$ cat src/rtl/adcrd_pkg.sv
package adcrd_pkg;
  localparam int LEAD_BITS = 6;
  localparam int RES_MAX   = 10;
  localparam int FRAME_MAX = LEAD_BITS + RES_MAX;
  localparam int SPLIT_AT  = 8;
  localparam int CNT_W     = $clog2(FRAME_MAX + 1);

  typedef enum logic [1:0] {
    MODE_FULL  = 2'b00,
    MODE_SPLIT = 2'b01,
    MODE_SHORT = 2'b10,
    MODE_ALT   = 2'b11
  } rdMode_e;

  // control -> datapath strobes
  typedef struct packed {
    logic clear;
    logic shift;
    logic load;
    logic abort;
  } dpStrobe_t;
endpackage

$ cat src/rtl/adcrd_ctrl.sv
module adcrd_ctrl
  import adcrd_pkg::*;
#(
  parameter int CLK_DIV     = 4,
  parameter int GAP_LIMIT   = 1000,
  parameter int CS_HIGH_MIN = 8
) (
  input  logic       clk,
  input  logic       rstN,
  input  logic       start,
  input  logic [1:0] mode,
  input  logic [3:0] resSel,
  input  logic       resume,
  output logic       csN,
  output logic       sclk,
  output logic       ready,
  output logic       paused,
  output logic [3:0] resW,
  output dpStrobe_t  stb
);
  localparam int DIV_W  = $clog2(CLK_DIV + 1);
  localparam int GAP_W  = $clog2(GAP_LIMIT + 1);
  localparam int HOLD_W = $clog2(CS_HIGH_MIN + 1);

  typedef enum logic [2:0] {S_IDLE, S_LOW, S_HIGH, S_PAUSE, S_DONE} state_e;

  state_e             state;
  logic [DIV_W-1:0]   divCnt;
  logic [CNT_W-1:0]   bitCnt;
  logic [CNT_W-1:0]   frameLen;
  logic [GAP_W-1:0]   gapCnt;
  logic [HOLD_W-1:0]  holdCnt;
  logic [3:0]         resQ;
  logic               splitQ;
  logic               abortQ;
  logic               csNQ;
  logic               sclkQ;

  logic               divLast;
  logic               holdDone;
  logic [CNT_W-1:0]   bitNext;

  function automatic logic [3:0] clampRes(input logic [3:0] r);
    if (r == 4'd0) return 4'd1;
    else if (r > 4'(RES_MAX)) return 4'(RES_MAX);
    else return r;
  endfunction

  assign divLast  = (divCnt == DIV_W'(CLK_DIV - 1));
  assign holdDone = (holdCnt >= HOLD_W'(CS_HIGH_MIN));
  assign bitNext  = bitCnt + CNT_W'(1);

  always_ff @(posedge clk) begin
    if (!rstN) begin
      state    <= S_IDLE;
      divCnt   <= '0;
      bitCnt   <= '0;
      frameLen <= CNT_W'(FRAME_MAX);
      gapCnt   <= '0;
      holdCnt  <= HOLD_W'(CS_HIGH_MIN);
      resQ     <= 4'(RES_MAX);
      splitQ   <= 1'b0;
      abortQ   <= 1'b0;
      csNQ     <= 1'b1;
      sclkQ    <= 1'b0;
    end else begin
      case (state)
        S_IDLE: begin
          if (!holdDone) holdCnt <= holdCnt + HOLD_W'(1);
          if (start && holdDone) begin
            state  <= S_LOW;
            csNQ   <= 1'b0;
            divCnt <= '0;
            bitCnt <= '0;
            abortQ <= 1'b0;
            splitQ <= (mode == MODE_SPLIT);
            if (mode == MODE_SHORT) begin
              resQ     <= clampRes(resSel);
              frameLen <= CNT_W'(LEAD_BITS) + CNT_W'(clampRes(resSel));
            end else begin
              resQ     <= 4'(RES_MAX);
              frameLen <= CNT_W'(FRAME_MAX);
            end
          end
        end
        S_LOW: begin
          if (divLast) begin
            sclkQ  <= 1'b1;
            divCnt <= '0;
            state  <= S_HIGH;
          end else begin
            divCnt <= divCnt + DIV_W'(1);
          end
        end
        S_HIGH: begin
          if (divLast) begin
            sclkQ  <= 1'b0;
            divCnt <= '0;
            bitCnt <= bitNext;
            if (bitNext == frameLen) begin
              state <= S_DONE;
              csNQ  <= 1'b1;
            end else if (splitQ && bitNext == CNT_W'(SPLIT_AT)) begin
              state  <= S_PAUSE;
              gapCnt <= '0;
            end else begin
              state <= S_LOW;
            end
          end else begin
            divCnt <= divCnt + DIV_W'(1);
          end
        end
        S_PAUSE: begin
          if (resume) begin
            state  <= S_LOW;
            divCnt <= '0;
          end else if (gapCnt == GAP_W'(GAP_LIMIT - 1)) begin
            state  <= S_DONE;
            csNQ   <= 1'b1;
            abortQ <= 1'b1;
          end else begin
            gapCnt <= gapCnt + GAP_W'(1);
          end
        end
        S_DONE: begin
          state   <= S_IDLE;
          holdCnt <= '0;
        end
        default: state <= S_IDLE;
      endcase
    end
  end

  assign csN    = csNQ;
  assign sclk   = sclkQ;
  assign ready  = (state == S_IDLE) && holdDone;
  assign paused = (state == S_PAUSE);
  assign resW   = resQ;

  always_comb begin
    stb.clear = (state == S_IDLE) && start && holdDone;
    stb.shift = (state == S_HIGH) && divLast;
    stb.load  = (state == S_DONE);
    stb.abort = abortQ;
  end

  // checker-only: run length of chip-select high, saturating
  logic [HOLD_W:0] highRun;
  always_ff @(posedge clk) begin
    if (!rstN) highRun <= '1;
    else if (csNQ) begin
      if (highRun != '1) highRun <= highRun + 1'b1;
    end else highRun <= '0;
  end

  p_sclk_idle_r1: assert property (@(posedge clk) disable iff (!rstN)
    csNQ |-> !sclkQ);
  p_frame_len_r2: assert property (@(posedge clk) disable iff (!rstN)
    bitCnt <= frameLen);
  p_pause_quiet_r4: assert property (@(posedge clk) disable iff (!rstN)
    (state == S_PAUSE) |-> (!sclkQ && !csNQ));
  p_gap_bound_r5: assert property (@(posedge clk) disable iff (!rstN)
    (state == S_PAUSE) |-> (gapCnt < GAP_W'(GAP_LIMIT)));
  p_cs_hold_r8: assert property (@(posedge clk) disable iff (!rstN)
    $fell(csNQ) |-> (highRun >= (HOLD_W+1)'(CS_HIGH_MIN)));
endmodule

$ cat src/rtl/adcrd_dp.sv
module adcrd_dp
  import adcrd_pkg::*;
(
  input  logic               clk,
  input  logic               rstN,
  input  dpStrobe_t          stb,
  input  logic               sdo,
  input  logic [3:0]         resW,
  output logic [RES_MAX-1:0] result,
  output logic               error,
  output logic               valid
);
  logic [FRAME_MAX-1:0] shiftReg;
  logic [CNT_W-1:0]     capCnt;
  logic                 leadErr;
  logic [RES_MAX-1:0]   resMask;
  logic [RES_MAX-1:0]   resultQ;
  logic                 errorQ;
  logic                 validQ;

  assign resMask = ~({RES_MAX{1'b1}} << resW);

  always_ff @(posedge clk) begin
    if (!rstN) begin
      shiftReg <= '0;
      capCnt   <= '0;
      leadErr  <= 1'b0;
      resultQ  <= '0;
      errorQ   <= 1'b0;
      validQ   <= 1'b0;
    end else begin
      validQ <= stb.load;
      if (stb.clear) begin
        shiftReg <= '0;
        capCnt   <= '0;
        leadErr  <= 1'b0;
      end else if (stb.shift) begin
        shiftReg <= {shiftReg[FRAME_MAX-2:0], sdo};
        capCnt   <= capCnt + CNT_W'(1);
        if (capCnt < CNT_W'(LEAD_BITS)) leadErr <= leadErr | sdo;
      end
      if (stb.load) begin
        resultQ <= stb.abort ? '0 : (shiftReg[RES_MAX-1:0] & resMask);
        errorQ  <= leadErr | stb.abort;
      end
    end
  end

  assign result = resultQ;
  assign error  = errorQ;
  assign valid  = validQ;

  p_abort_zero_r5: assert property (@(posedge clk) disable iff (!rstN)
    (stb.load && stb.abort) |=> (result == '0 && error));
  p_lead_err_r7: assert property (@(posedge clk) disable iff (!rstN)
    (stb.load && leadErr) |=> error);
  p_valid_pulse_r9: assert property (@(posedge clk) disable iff (!rstN)
    valid |=> !valid);
endmodule

$ cat src/rtl/serial_adc_reader.sv
module serial_adc_reader
  import adcrd_pkg::*;
#(
  parameter int CLK_DIV     = 4,
  parameter int GAP_LIMIT   = 1000,
  parameter int CS_HIGH_MIN = 8
) (
  input  logic        clk,
  input  logic        rstN,
  input  logic        start,
  input  logic [1:0]  mode,
  input  logic [3:0]  resSel,
  input  logic        resume,
  input  logic        sdo,
  output logic        csN,
  output logic        sclk,
  output logic        ready,
  output logic        paused,
  output logic [9:0]  result,
  output logic        valid,
  output logic        error
);
  dpStrobe_t  stb;
  logic [3:0] resW;

  adcrd_ctrl #(
    .CLK_DIV(CLK_DIV), .GAP_LIMIT(GAP_LIMIT), .CS_HIGH_MIN(CS_HIGH_MIN)
  ) u_ctrl (
    .clk(clk), .rstN(rstN), .start(start), .mode(mode), .resSel(resSel),
    .resume(resume), .csN(csN), .sclk(sclk), .ready(ready),
    .paused(paused), .resW(resW), .stb(stb)
  );

  adcrd_dp u_dp (
    .clk(clk), .rstN(rstN), .stb(stb), .sdo(sdo), .resW(resW),
    .result(result), .error(error), .valid(valid)
  );
endmodule

$ cat config.mk
export PLATFORM = sky130hd
export DESIGN_NAME = serial_adc_reader
export DESIGN_NICKNAME = d
export VERILOG_FILES = /design/src/rtl/adcrd_pkg.sv /design/src/rtl/adcrd_ctrl.sv /design/src/rtl/adcrd_dp.sv /design/src/rtl/serial_adc_reader.sv
export SDC_FILE = /design/constraint.sdc
export NUM_CORES = 1
export LEC_CHECK = 0
export BUFFER_PORTS_ARGS = -buffer_cell sky130_fd_sc_hd__buf_2
export CAP_MARGIN = 20
export CORE_MARGIN = 2
export CORE_UTILIZATION = 43
export CTS_BUF_LIST = sky130_fd_sc_hd__clkbuf_4 sky130_fd_sc_hd__clkbuf_8 sky130_fd_sc_hd__clkbuf_16
export CTS_CLUSTER_SIZE = 30
export DETAILED_ROUTE_END_ITERATION = 16
export PLACE_DENSITY = 0.72
export SLEW_MARGIN = 40
export SYNTH_ARGS = -nofsm -noshare
export SYNTH_HDL_FRONTEND = slang
export SYNTH_SLANG_ARGS = --single-unit
$ cat constraint.sdc
create_clock -name clk -period 2.1 [get_ports clk]
set_input_delay 0.42 -clock clk [delete_from_list [all_inputs] [get_ports clk]]
set_output_delay 0.42 -clock clk [all_outputs]
set_load 0.02 [all_outputs]
==> impl_results.md, run 1 <==
* Switching Power at 0.608 mW
* DR iter-0 viols at 160
* First-pass GRT wire length at 12000 um
* Max-slew violations at 0
* Routed WL at 7090 um
* Final setup violation count at 0
* Largest net degree at the start of global routing at 22
* Die height at 88.2 um
* Most frequent cells in the layout: 63 x dfxtp_1, 55 x nand2_1, 39 x nor2_1, 38 x a21oi_1, 26 x buf_2
* Synth cell types at 54
* Number of synthesized register bits at 65
* Warnings, synthesis at 0
* Critical path's slowest cell: nor3_1
* Fillers at 672
* Row count at 30
* DIE AREA at 0.00777 sq mm
* Ys async rst share at 0%
* Crit path cell chain: buf_4 -> nor3_1 -> and2_1 -> buf_2
* Clock net sink count at 65
* Critical path class: register to primary output
* DR pass1 iterations at 4
* Synth Area in Simple Gates at 23.9%
* Sequential fraction of the synthesis area at 42.7%
* Post-route ant nets at 0
* Vias per cell at 5.41
* WL met1 at 3340 um
* Dpl ws at 2.21 ps
* Cell count after placement at 493
* Clock Latency Late Sink at 350 ps
* Startpoint Class: register
* TritonCTS clock tree: built
* Clock power frac at 47.3%
* Routed wire per std cell at 13.9 um
* Vias in the first global route at 2548
* Cts hold-fix bufs at 0
* Clock slew at reported path FFs at 70 ps
* Adder-cell share of the synthesized area at 3.29%
* Mux contribution to synthesized area at 0.329%
* Flop pwr share at 47.3%
* Fin crit period at 1980 ps
* Setup ws final at 120 ps
* DPL Wire Length at 4930 um
* Net Count, Synth at 391
* Sequential cell area at 0.00130 sq mm
* Tcrit/Tclk final at 94.3%
* Die X at 88.2 um
* Port bufs at 26
* Slew Limit Headroom at 55.6%
* Vias at 2760
* Final TNS setup at 0 ps
* Share of cells above drive strength 1 at 16.9%
* Max-Cap Viols at 0
* Worst Max-Slew Pin Slew at 649 ps
* Initial antenna violation count at 0
* Cell-internal power at 2.03 mW
* Area overhead of the layout relative to synthesis at 18.6%
* Met3 WL post-DR at 300 um
* Initial Util at 44.6%
* Layout Utilization at 52.9%
* ANT cells at 0
* Multi-input gate area at 0.00164 sq mm
* Total power at 2.64 mW
* Inserted Clock Buffers at 9
* Crit-path max FO at 16
* Post-Syn Area at 0.00305 sq mm
* Cell count after synthesis at 372
* Clock tree buffer depth at 2
* Max Clk Rate at 0.505 GHz
* Clk_skew at 5.54 ps
* CP Capture Type: primary output
* WP data required at 1680 ps
* Root Driver: clkbuf_8
* RePlAce Congestion at 0.885
* Sw Ratio at 23.0%
* Leakage power at 1.38 nW
* Maximum vdd drop at 0.457 mV
* Total congestion overflow at 0
* Wire length on met2 at 3390 um
* Core box area at 0.00683 sq mm
* Logic pwr share at 5.4%
* CP Buf/Inv Count at 2
* Ys flop type: dfxtp_1
* CP delay by family, top: simple AND/OR/NAND/NOR gates
* Min-Delay Path Class: input port to register
* # DRC at 0
* Top Metal Used: met4
* Final-stage net count at 428
* Final non-filler cell total at 510
* Largest family of logic cells by synthesized area: simple AND/OR/NAND/NOR gates
* Xor/xnor cell area share of the yosys netlist at 3.41%
* Mean Syn Cell Area at 8.19 sq um
* Compound-Gate Fraction of Synth Area at 22.6%
* Status: completed
* Final hold violation count at 0
* EDFF count, synth at 0
* Commonest non-fill, non-tap cell in the layout: dfxtp_1
* Max H-tree Level at 3
* I/O pin count at 27
* Global router's overall resource usage at 19.7%
* PwrDens at 731 mW/mm^2
* CP arrival at 1560 ps
* Max incr delay on CP at 330 ps
-- cell usage after synthesis, types with 3 or more instances --
library cell / count / area (sq um)
dfxtp_1: 65 / 1300
nand2b_1: 6 / 37.5
and3_1: 6 / 37.5
inv_1: 11 / 41.3
nor2b_1: 3 / 18.8
nor3_1: 11 / 55.1
ha_1: 8 / 100
nand2_1: 55 / 206
o21ai_0: 26 / 130
a32o_1: 4 / 40.0
a21oi_1: 39 / 195
and2_1: 3 / 18.8
o211ai_1: 5 / 37.5
clkbuf_1: 10 / 37.5
a31oi_1: 4 / 25.0
nand3_1: 12 / 60.1
a22oi_1: 3 / 22.5
buf_2: 4 / 20.0
nand4_1: 4 / 25.0
xor2_1: 8 / 70.1
nand3b_1: 3 / 22.5
o22ai_1: 4 / 25.0
nor4_1: 3 / 18.8
nor2_1: 39 / 146
-- metrics by stage --
stage	hold slack [ps]	instance area (sq um)
detailed placement	429	3360
floorplan	433	3050
CTS	292	3600
global placement	427	3360
finish	308	3610
global route	318	3610
-- cells by family (layout without fill, tap and decap cells) --
kind of cell,count (synthesis),count (layout)
simple gates,155,155
xor+xnor,11,11
mux,1,1
buf+inv,27,69
compound gates,105,105
flops,65,65
fa+ha+maj,8,8
-- cell type report --
type / instances / area share, %
clock buffers: 11 / 4.19
clock inverters: 5 / 2.39
inverters: 12 / 1.25
multi-input cells: 280 / 45.3
flip-flops and latches: 65 / 36.1
well taps: 96 / 3.33
repair buffers: 41 / 7.41
-- tightest hold or removal path: stages --
cell	delay, ps
buf_2	100
nand2_1	50
a21oi_1	50
-- power groups by stage --
stage          registers [mW]  clock network (mW)  logic (mW)
6_report                 1.25                1.25       0.142
5_1_grt                  1.25                1.33       0.158
4_1_cts                  1.25                1.28       0.142
3_5_place_dp             1.28                   0       0.141
3_3_place_gp             1.28                   0       0.139
2_1_floorplan            1.28                   0      0.0867
-- registers in the layout, indices dropped and copies added (netlist names) --
register / cells
u_ctrl.divCnt: 3
u_dp.capCnt: 5
u_dp.leadErr: 1
u_ctrl.state: 3
u_ctrl.frameLen: 4
u_ctrl.abortQ: 1
u_ctrl.holdCnt: 4
u_ctrl.sclk: 1
u_ctrl.bitCnt: 5
u_ctrl.gapCnt: 10
u_dp.valid: 1
u_ctrl.resW: 4
u_dp.result: 10
u_ctrl.splitQ: 1
u_dp.error: 1
u_ctrl.csN: 1
u_dp.shiftReg: 10
-- per-layer routing --
metal	track usage [%]	vias to the layer above
li1	-	1399
met1	25.0	1301
met2	31.5	52
met3	5.47	8
met4	8.40	0
met5	0	-
-- final timing paths --
check / start / slack, ps / depth (start not counted) / to
max: u_ctrl.state[1] / 120 / 4 / ready
min: sdo / 310 / 3 / u_dp.shiftReg[0]
max reg2reg: u_ctrl.bitCnt[0] / 150 / 8 / u_ctrl.gapCnt[4]
min reg2reg: u_dp.result[3] / 440 / 2 / u_dp.result[3]
-- what timing repair did --
action / in CTS / in global routing
pin swaps: 1 / 1
endpoints found under the setup margin: 1 / 11
buffers inserted: 0 / 1
gates resized for setup: 0 / 5
No activity file was read; power rests on OpenSTA's default activity.
==> run 2, diff against run 1 <==
--- a/config.mk
+++ b/config.mk
@@ -6,7 +6,6 @@
 export NUM_CORES = 1
 export LEC_CHECK = 0
 export BUFFER_PORTS_ARGS = -buffer_cell sky130_fd_sc_hd__buf_2
-export CAP_MARGIN = 20
 export CORE_MARGIN = 2
 export CORE_UTILIZATION = 43
 export CTS_BUF_LIST = sky130_fd_sc_hd__clkbuf_4 sky130_fd_sc_hd__clkbuf_8 sky130_fd_sc_hd__clkbuf_16
==> constraint.sdc (replaced) <==
create_clock -name clk -period 1.6 [get_ports clk]
set_input_delay 0.32 -clock clk [delete_from_list [all_inputs] [get_ports clk]]
set_output_delay 0.32 -clock clk [all_outputs]
set_load 0.02 [all_outputs]
==> run 2 against run 1 <==
  * The run now ends with setup timing left
  * Worst hold slack got worse by 82 ps
  * Wire length increased by 9.7%
  * Sequential power increased by 31%
  * Utilization increased by 7.9 points
  * Clock skew increased by 1.6 ps
  * Combinational power increased by 83%
  * Critical path type is now register to register
  * Largest cell class unchanged
==> impl_results.md, run 2 (synthesis gave the netlist of run 1 again) <==
* Status: finished, violations left (was completed)
* Failing checks: setup timing
* Post-route ant nets at 0 (unchanged)
* Clock tree buffer depth at 2 (unchanged)
* Critical path class: register to register (was register to primary output)
* R2R Path Start: u_ctrl.bitCnt[1] (was u_ctrl.bitCnt[0])
* Final-stage net count at 477 (was 428)
* Hold_sp: sdo (unchanged)
* Setup ws final at -184 ps (was 120 ps)
* Tcrit/Tclk final at 111%
* Final TNS setup at -2040 ps (was 0 ps)
* Most frequent cells in the layout: 61 x dfxtp_1, 58 x buf_4, 53 x nand2_1, 37 x a21oi_1, 35 x nor2_1 (was 63 x dfxtp_1, 55 x nand2_1, 39 x nor2_1, 38 x a21oi_1, 26 x buf_2)
* DR iter-0 viols at 146 (was 160)
* ANT cells at 0 (unchanged)
* DIE AREA at 0.00777 sq mm (unchanged)
* Cell count after placement at 539 (was 493)
* First-pass GRT wire length at 12800 um (was 12000 um)
* End point of the critical path: u_ctrl.gapCnt[9] (was ready)
* Critical path origin: u_ctrl.bitCnt[1] (was u_ctrl.state[1])
* Leakage power at 1.63 nW (was 1.38 nW)
* I/O pin count at 27 (unchanged)
* PwrDens at 816 mW/mm^2 (was 731 mW/mm^2)
* Startpoint Class: register (unchanged)
* Worst Max-Slew Pin Slew at 473 ps (was 649 ps)
* Clock slew at reported path FFs at 70 ps (about the same)
* Vias in the first global route at 2843 (was 2548)
* Global router's overall resource usage at 21.2% (was 19.7%)
* Min-Delay Path Class: input port to register (unchanged)
* Clk_skew at 7.09 ps (was 5.54 ps)
* CP Capture Type: register (was primary output)
* R2R setup slack at -180 ps (was 150 ps)
* Vias at 2985 (was 2760)
* RePlAce Congestion at 0.887 (was 0.885)
* Clock Latency Late Sink at 340 ps (was 350 ps)
* Final hold violation count at 0 (unchanged)
* R2r worst-path depth at 9 (was 8)
* Fillers at 599 (was 672)
* Cts hold-fix bufs at 0 (unchanged)
* Core box area at 0.00683 sq mm (unchanged)
* Initial antenna violation count at 0 (unchanged)
* Max-slew violations at 0 (unchanged)
* Share of cells above drive strength 1 at 31.7% (was 16.9%)
* Routed wire per std cell at 13.9 um (about the same)
* Commonest non-fill, non-tap cell in the layout: dfxtp_1 (unchanged)
* DR pass1 iterations at 5 (was 4)
* Root Driver: clkbuf_8 (unchanged)
* Maximum vdd drop at 0.722 mV (was 0.457 mV)
* Crit-path max FO at 10 (was 16)
* Port bufs at 26 (unchanged)
* Area overhead of the layout relative to synthesis at 36.2% (was 18.6%)
* TritonCTS clock tree: built (unchanged)
* Vias per cell at 5.34 (was 5.41)
* Fin crit period at 1780 ps
* Final setup violation count at 15 (was 0)
* Max Clk Rate at 0.561 GHz
* Initial Util at 44.6% (unchanged)
* Max-Cap Viols at 0 (unchanged)
* Max H-tree Level at 3 (unchanged)
* WP data required at 1830 ps (was 1680 ps)
* Clock net sink count at 65 (unchanged)
* Slew Limit Headroom at 68.5% (was 55.6%)
* DPL Wire Length at 5520 um (was 4930 um)
* CP arrival at 2010 ps (was 1560 ps)
* Crit Reg-Reg Endpoint: u_ctrl.gapCnt[9] (was u_ctrl.gapCnt[4])
* Die X at 88.2 um (unchanged)
* Routed WL at 7770 um (was 7090 um)
* Total congestion overflow at 0 (unchanged)
* Final non-filler cell total at 559 (was 510)
* Die height at 88.2 um (unchanged)
* Largest net degree at the start of global routing at 21 (was 22)
* Inserted Clock Buffers at 9 (unchanged)
* Unrepaired setup endpoints after global routing: yes
* # DRC at 0 (unchanged)
* Row count at 30 (unchanged)
run 2: cell count changes in the layout (fill, tap and decap cells not counted), moves of 4 or more:
cell,change
buf_6,+4
nor2_2,+4
nor2_1,-4
buf_4,+45
nand3_2,+4
dfxtp_4,+4
nand3_1,-4
run 2: per-layer routing:
metal | track usage, % | up-vias | part of all wire [%]
met3 | 6.03 | 18 | 4.7
met4 | 6.47 | 0 | 1.7
met1 | 25.1 | 1394 | 42
li1 | - | 1494 | -
met5 | 0 | - | 0
met2 | 36.9 | 79 | 51
run 2: critical path: stages (launching register included):
cell and delay (ps):
dfxtp_4 370, ha_4 180, nand2b_4 140, and3b_1 160
a211oi_2 150, buf_4 170, o311ai_4 110, buf_12 170
nor3b_4 180, nor3_2 50
run 2: final cells by class:
| class | instances | area, sq um | area share (%) |
|---|---|---|---|
| flip-flops and latches | 65 | 1320 | 31.7 |
| well taps | 96 | 120 | 2.90 |
| repair buffers | 90 | 681 | 16.4 |
| multi-input cells | 280 | 1770 | 42.7 |
| clock inverters | 5 | 60.1 | 1.45 |
| inverters | 12 | 45.0 | 1.09 |
| clock buffers | 11 | 156 | 3.77 |
run 2: through the flow:
step | area, sq um | worst slack [ps] | total power [mW] | hold WS (ps) | util (%)
2_1_floorplan | 3090 | -148 | 1.79 | 433 | -
3_3_place_gp | 3780 | -193 | 1.90 | 422 | 55.3
3_5_place_dp | 3780 | -231 | 1.90 | 431 | 55.3
4_1_cts | 4030 | -190 | 3.40 | 212 | 59.0
5_1_grt | 4150 | -297 | 3.54 | 230 | 60.7
6_report | 4150 | -184 | 3.39 | 227 | 60.7
run 2: timing repair:
action / CTS / global route
endpoints found under the setup margin: 40 / 27
pin swaps: 2 / 6
gates resized for setup: 13 / 24
buffers inserted: 1 / 3
run 2: report_power, final:
group          internal, mW  switching (mW)
clock                 0.840           0.651
sequential             1.62          0.0126
combinational         0.120           0.139
total                  2.59           0.803
run 2: how the worst min path moves through the flow:
stage | slack, ps | cells past startpoint | to
floorplan | 430 | 2 | u_dp.shiftReg[9]
global placement | 420 | 2 | u_dp.result[3]
detailed placement | 430 | 2 | u_dp.result[6]
CTS | 210 | 3 | u_dp.shiftReg[0]
global route | 230 | 3 | u_dp.shiftReg[0]
finish | 230 | 3 | u_dp.shiftReg[0]
==> run 3, diff against run 2 <==
--- a/config.mk
+++ b/config.mk
@@ -11,7 +11,8 @@
 export CTS_BUF_LIST = sky130_fd_sc_hd__clkbuf_4 sky130_fd_sc_hd__clkbuf_8 sky130_fd_sc_hd__clkbuf_16
 export CTS_CLUSTER_SIZE = 30
 export DETAILED_ROUTE_END_ITERATION = 16
-export PLACE_DENSITY = 0.72
+export PLACE_DENSITY_LB_ADDON = 0.3
+export REMOVE_ABC_BUFFERS = 1
 export SLEW_MARGIN = 40
 export SYNTH_ARGS = -nofsm -noshare
 export SYNTH_HDL_FRONTEND = slang
==> run 3 against run 2 <==
  * Clock skew is 5.1 ps higher
  * Final area is 3.0% higher
  * Highest routed layer unchanged
  * Power is 1.6% lower
  * The run still ends with setup timing left
  * Worst setup slack worse by 120 ps
  * Final cell count is 0.54% higher
  * Register-to-register slack worse by 120 ps
  * Die area stayed put
  * Via count is 4.1% higher
  * Clock power is 3% lower
  * Critical path depth is 1 higher
==> impl_results.md, run 3 (synthesis gave the netlist of run 1 again) <==
* Total congestion overflow at 0 (unchanged)
* WP data required at 1830 ps (about the same)
* Crit path cell chain: ha_4 -> nand2b_4 -> and3b_1 -> a211oi_2 -> buf_4 -> o311ai_4 -> buf_6 -> buf_12 -> nor3b_2 -> nor3_1 (was ha_4 -> nand2b_4 -> and3b_1 -> a211oi_2 -> buf_4 -> o311ai_4 -> buf_12 -> nor3b_4 -> nor3_2)
* Max-Cap Viols at 0 (unchanged)
* Vias per cell at 5.53 (was 5.34)
* Worst Max-Slew Pin Slew at 496 ps (was 473 ps)
* TritonCTS clock tree: built (unchanged)
* Inserted Clock Buffers at 9 (unchanged)
* Initial antenna violation count at 0 (unchanged)
* Vias in the first global route at 2830 (was 2843)
* Cell count after placement at 536 (was 539)
* Slew Limit Headroom at 66.9% (was 68.5%)
* Vias at 3106 (was 2985)
* Area after DPL at 0.00369 sq mm (was 0.00378 sq mm)
* Hold_ws at 228 ps (was 227 ps)
* Max H-tree Level at 3 (unchanged)
* CP delay by family, top: simple AND/OR/NAND/NOR gates (unchanged)
* Maximum vdd drop at 0.397 mV (was 0.722 mV)
* Most frequent cells in the layout: 56 x dfxtp_1, 54 x buf_4, 51 x nand2_1, 36 x a21oi_1, 31 x nor2_1 (was 61 x dfxtp_1, 58 x buf_4, 53 x nand2_1, 37 x a21oi_1, 35 x nor2_1)
* Port bufs at 26 (unchanged)
* Max Clk Rate at 0.526 GHz (was 0.561 GHz)
* Dpl ws at -360 ps (was -231 ps)
* Cts hold-fix bufs at 0 (unchanged)
* # DRC at 0 (unchanged)
* Final non-filler cell total at 562 (was 559)
* Leakage power at 1.67 nW (was 1.63 nW)
* Row count at 30 (unchanged)
* PwrDens at 780 mW/mm^2 (was 816 mW/mm^2)
* Die X at 88.2 um (unchanged)
* Share of cells above drive strength 1 at 35.4% (was 31.7%)
* Initial Util at 44.6% (unchanged)
* Final-stage net count at 480 (was 477)
* CP arrival at 2130 ps (was 2010 ps)
* I/O pin count at 27 (unchanged)
* Routed wire per std cell at 15.0 um (was 13.9 um)
* Critical path class: register to register (unchanged)
* Fillers at 576 (was 599)
* Global router's overall resource usage at 21.3% (was 21.2%)
* Clock slew at reported path FFs at 70 ps (about the same)
* Routed WL at 8400 um (was 7770 um)
* Status: finished, violations left (unchanged)
* Max incr delay on CP at 370 ps (about the same)
* CP Capture Type: register (unchanged)
* Root Driver: clkbuf_8 (unchanged)
* Clock net sink count at 65 (unchanged)
* Unrepaired setup endpoints after global routing: yes (unchanged)
* CP Buf/Inv Count at 3 (was 2)
* Fin crit period at 1900 ps (was 1780 ps)
* Final setup violation count at 15 (unchanged)
* Critical path's slowest cell: dfxtp_4 (unchanged)
* DPL Wire Length at 5270 um (was 5520 um)
* Die height at 88.2 um (unchanged)
* Core box area at 0.00683 sq mm (unchanged)
* Setup ws final at -303 ps (was -184 ps)
* Final TNS setup at -3480 ps (was -2040 ps)
* Post-route cell area at 0.00428 sq mm (was 0.00415 sq mm)
* Tcrit/Tclk final at 119% (was 111%)
* R2R setup slack at -300 ps (was -180 ps)
* DR iter-0 viols at 215 (was 146)
* Largest net degree at the start of global routing at 22 (was 21)
* Crit-path max FO at 5 (was 10)
* Min-Delay Path Class: input port to register (unchanged)
* Clock Latency Late Sink at 340 ps (about the same)
* RePlAce Congestion at 0.866 (was 0.887)
* Startpoint Class: register (unchanged)
* DR pass1 iterations at 6 (was 5)
* Failing checks: setup timing (unchanged)
* ANT cells at 0 (unchanged)
* Area overhead of the layout relative to synthesis at 40.3% (was 36.2%)
* Max-slew violations at 0 (unchanged)
* Post-route ant nets at 0 (unchanged)
* Clk_skew at 12.2 ps (was 7.09 ps)
* DIE AREA at 0.00777 sq mm (unchanged)
* First-pass GRT wire length at 13000 um (was 12800 um)
* Final hold violation count at 0 (unchanged)
* Commonest non-fill, non-tap cell in the layout: dfxtp_1 (unchanged)
* Clock tree buffer depth at 2 (unchanged)
run 3: cell types whose count changed in the layout (fill, tap and decap cells not counted), moves of 4 or more:
cell / before / now
buf_6: 4 / 9
dfxtp_2: 0 / 6
nor2_1: 35 / 31
dfxtp_1: 61 / 56
buf_4: 58 / 54
run 3: tightest hold or removal path, cell delays in order:
cell and delay (ps):
buf_2 100, nand2_1 50, a21oi_1 50
run 3: layout make-up:
cell class | instances | area (sq um) | share of cell area, %
flip-flops and latches | 65 | 1320 | 30.9
repair buffers | 93 | 754 | 17.6
inverters | 12 | 45.0 | 1.05
clock inverters | 4 | 52.6 | 1.23
clock buffers | 12 | 153 | 3.57
well taps | 96 | 120 | 2.81
multi-input cells | 280 | 1830 | 42.8
run 3: worst paths after layout:
path / startpoint / end / cells past startpoint
hold reg to reg: u_dp.result[3] / u_dp.result[3] / 2
hold / removal: sdo / u_dp.shiftReg[0] / 3
setup reg to reg: u_ctrl.bitCnt[1] / u_ctrl.gapCnt[9] / 10
setup / recovery: u_ctrl.bitCnt[1] / u_ctrl.gapCnt[9] / 10
run 3: power breakdown:
group          internal [mW]  switching [mW]  total [mW]
Combinational          0.114           0.140       0.254
Clock                  0.800           0.641        1.44
Sequential              1.63          0.0124        1.64
run 3: metal layers:
layer	share of wire (%)	global-route usage (%)	routed length [um]	up-vias
li1	-	-	-	1508
met1	44	27.8	3730	1481
met2	49	34.9	4120	98
met3	4.8	4.62	401	19
met4	1.8	7.58	155	0
met5	0	0	0	-
run 3: per-stage QoR:
| stage | utilization, % | power (mW) |
|---|---|---|
| 6_report | 62.6 | 3.33 |
| 5_1_grt | 62.6 | 3.45 |
| 4_1_cts | 59.9 | 3.33 |
| 3_5_place_dp | 54.1 | 1.90 |
| 3_3_place_gp | 54.1 | 1.89 |
| 2_1_floorplan | - | 1.78 |
run 3: what timing repair did:
item	4_1_cts	5_1_grt
endpoints found under the setup margin	18	34
resized for setup	39	37
pin swaps	21	6
cloned	1	1
buffers inserted	6	3
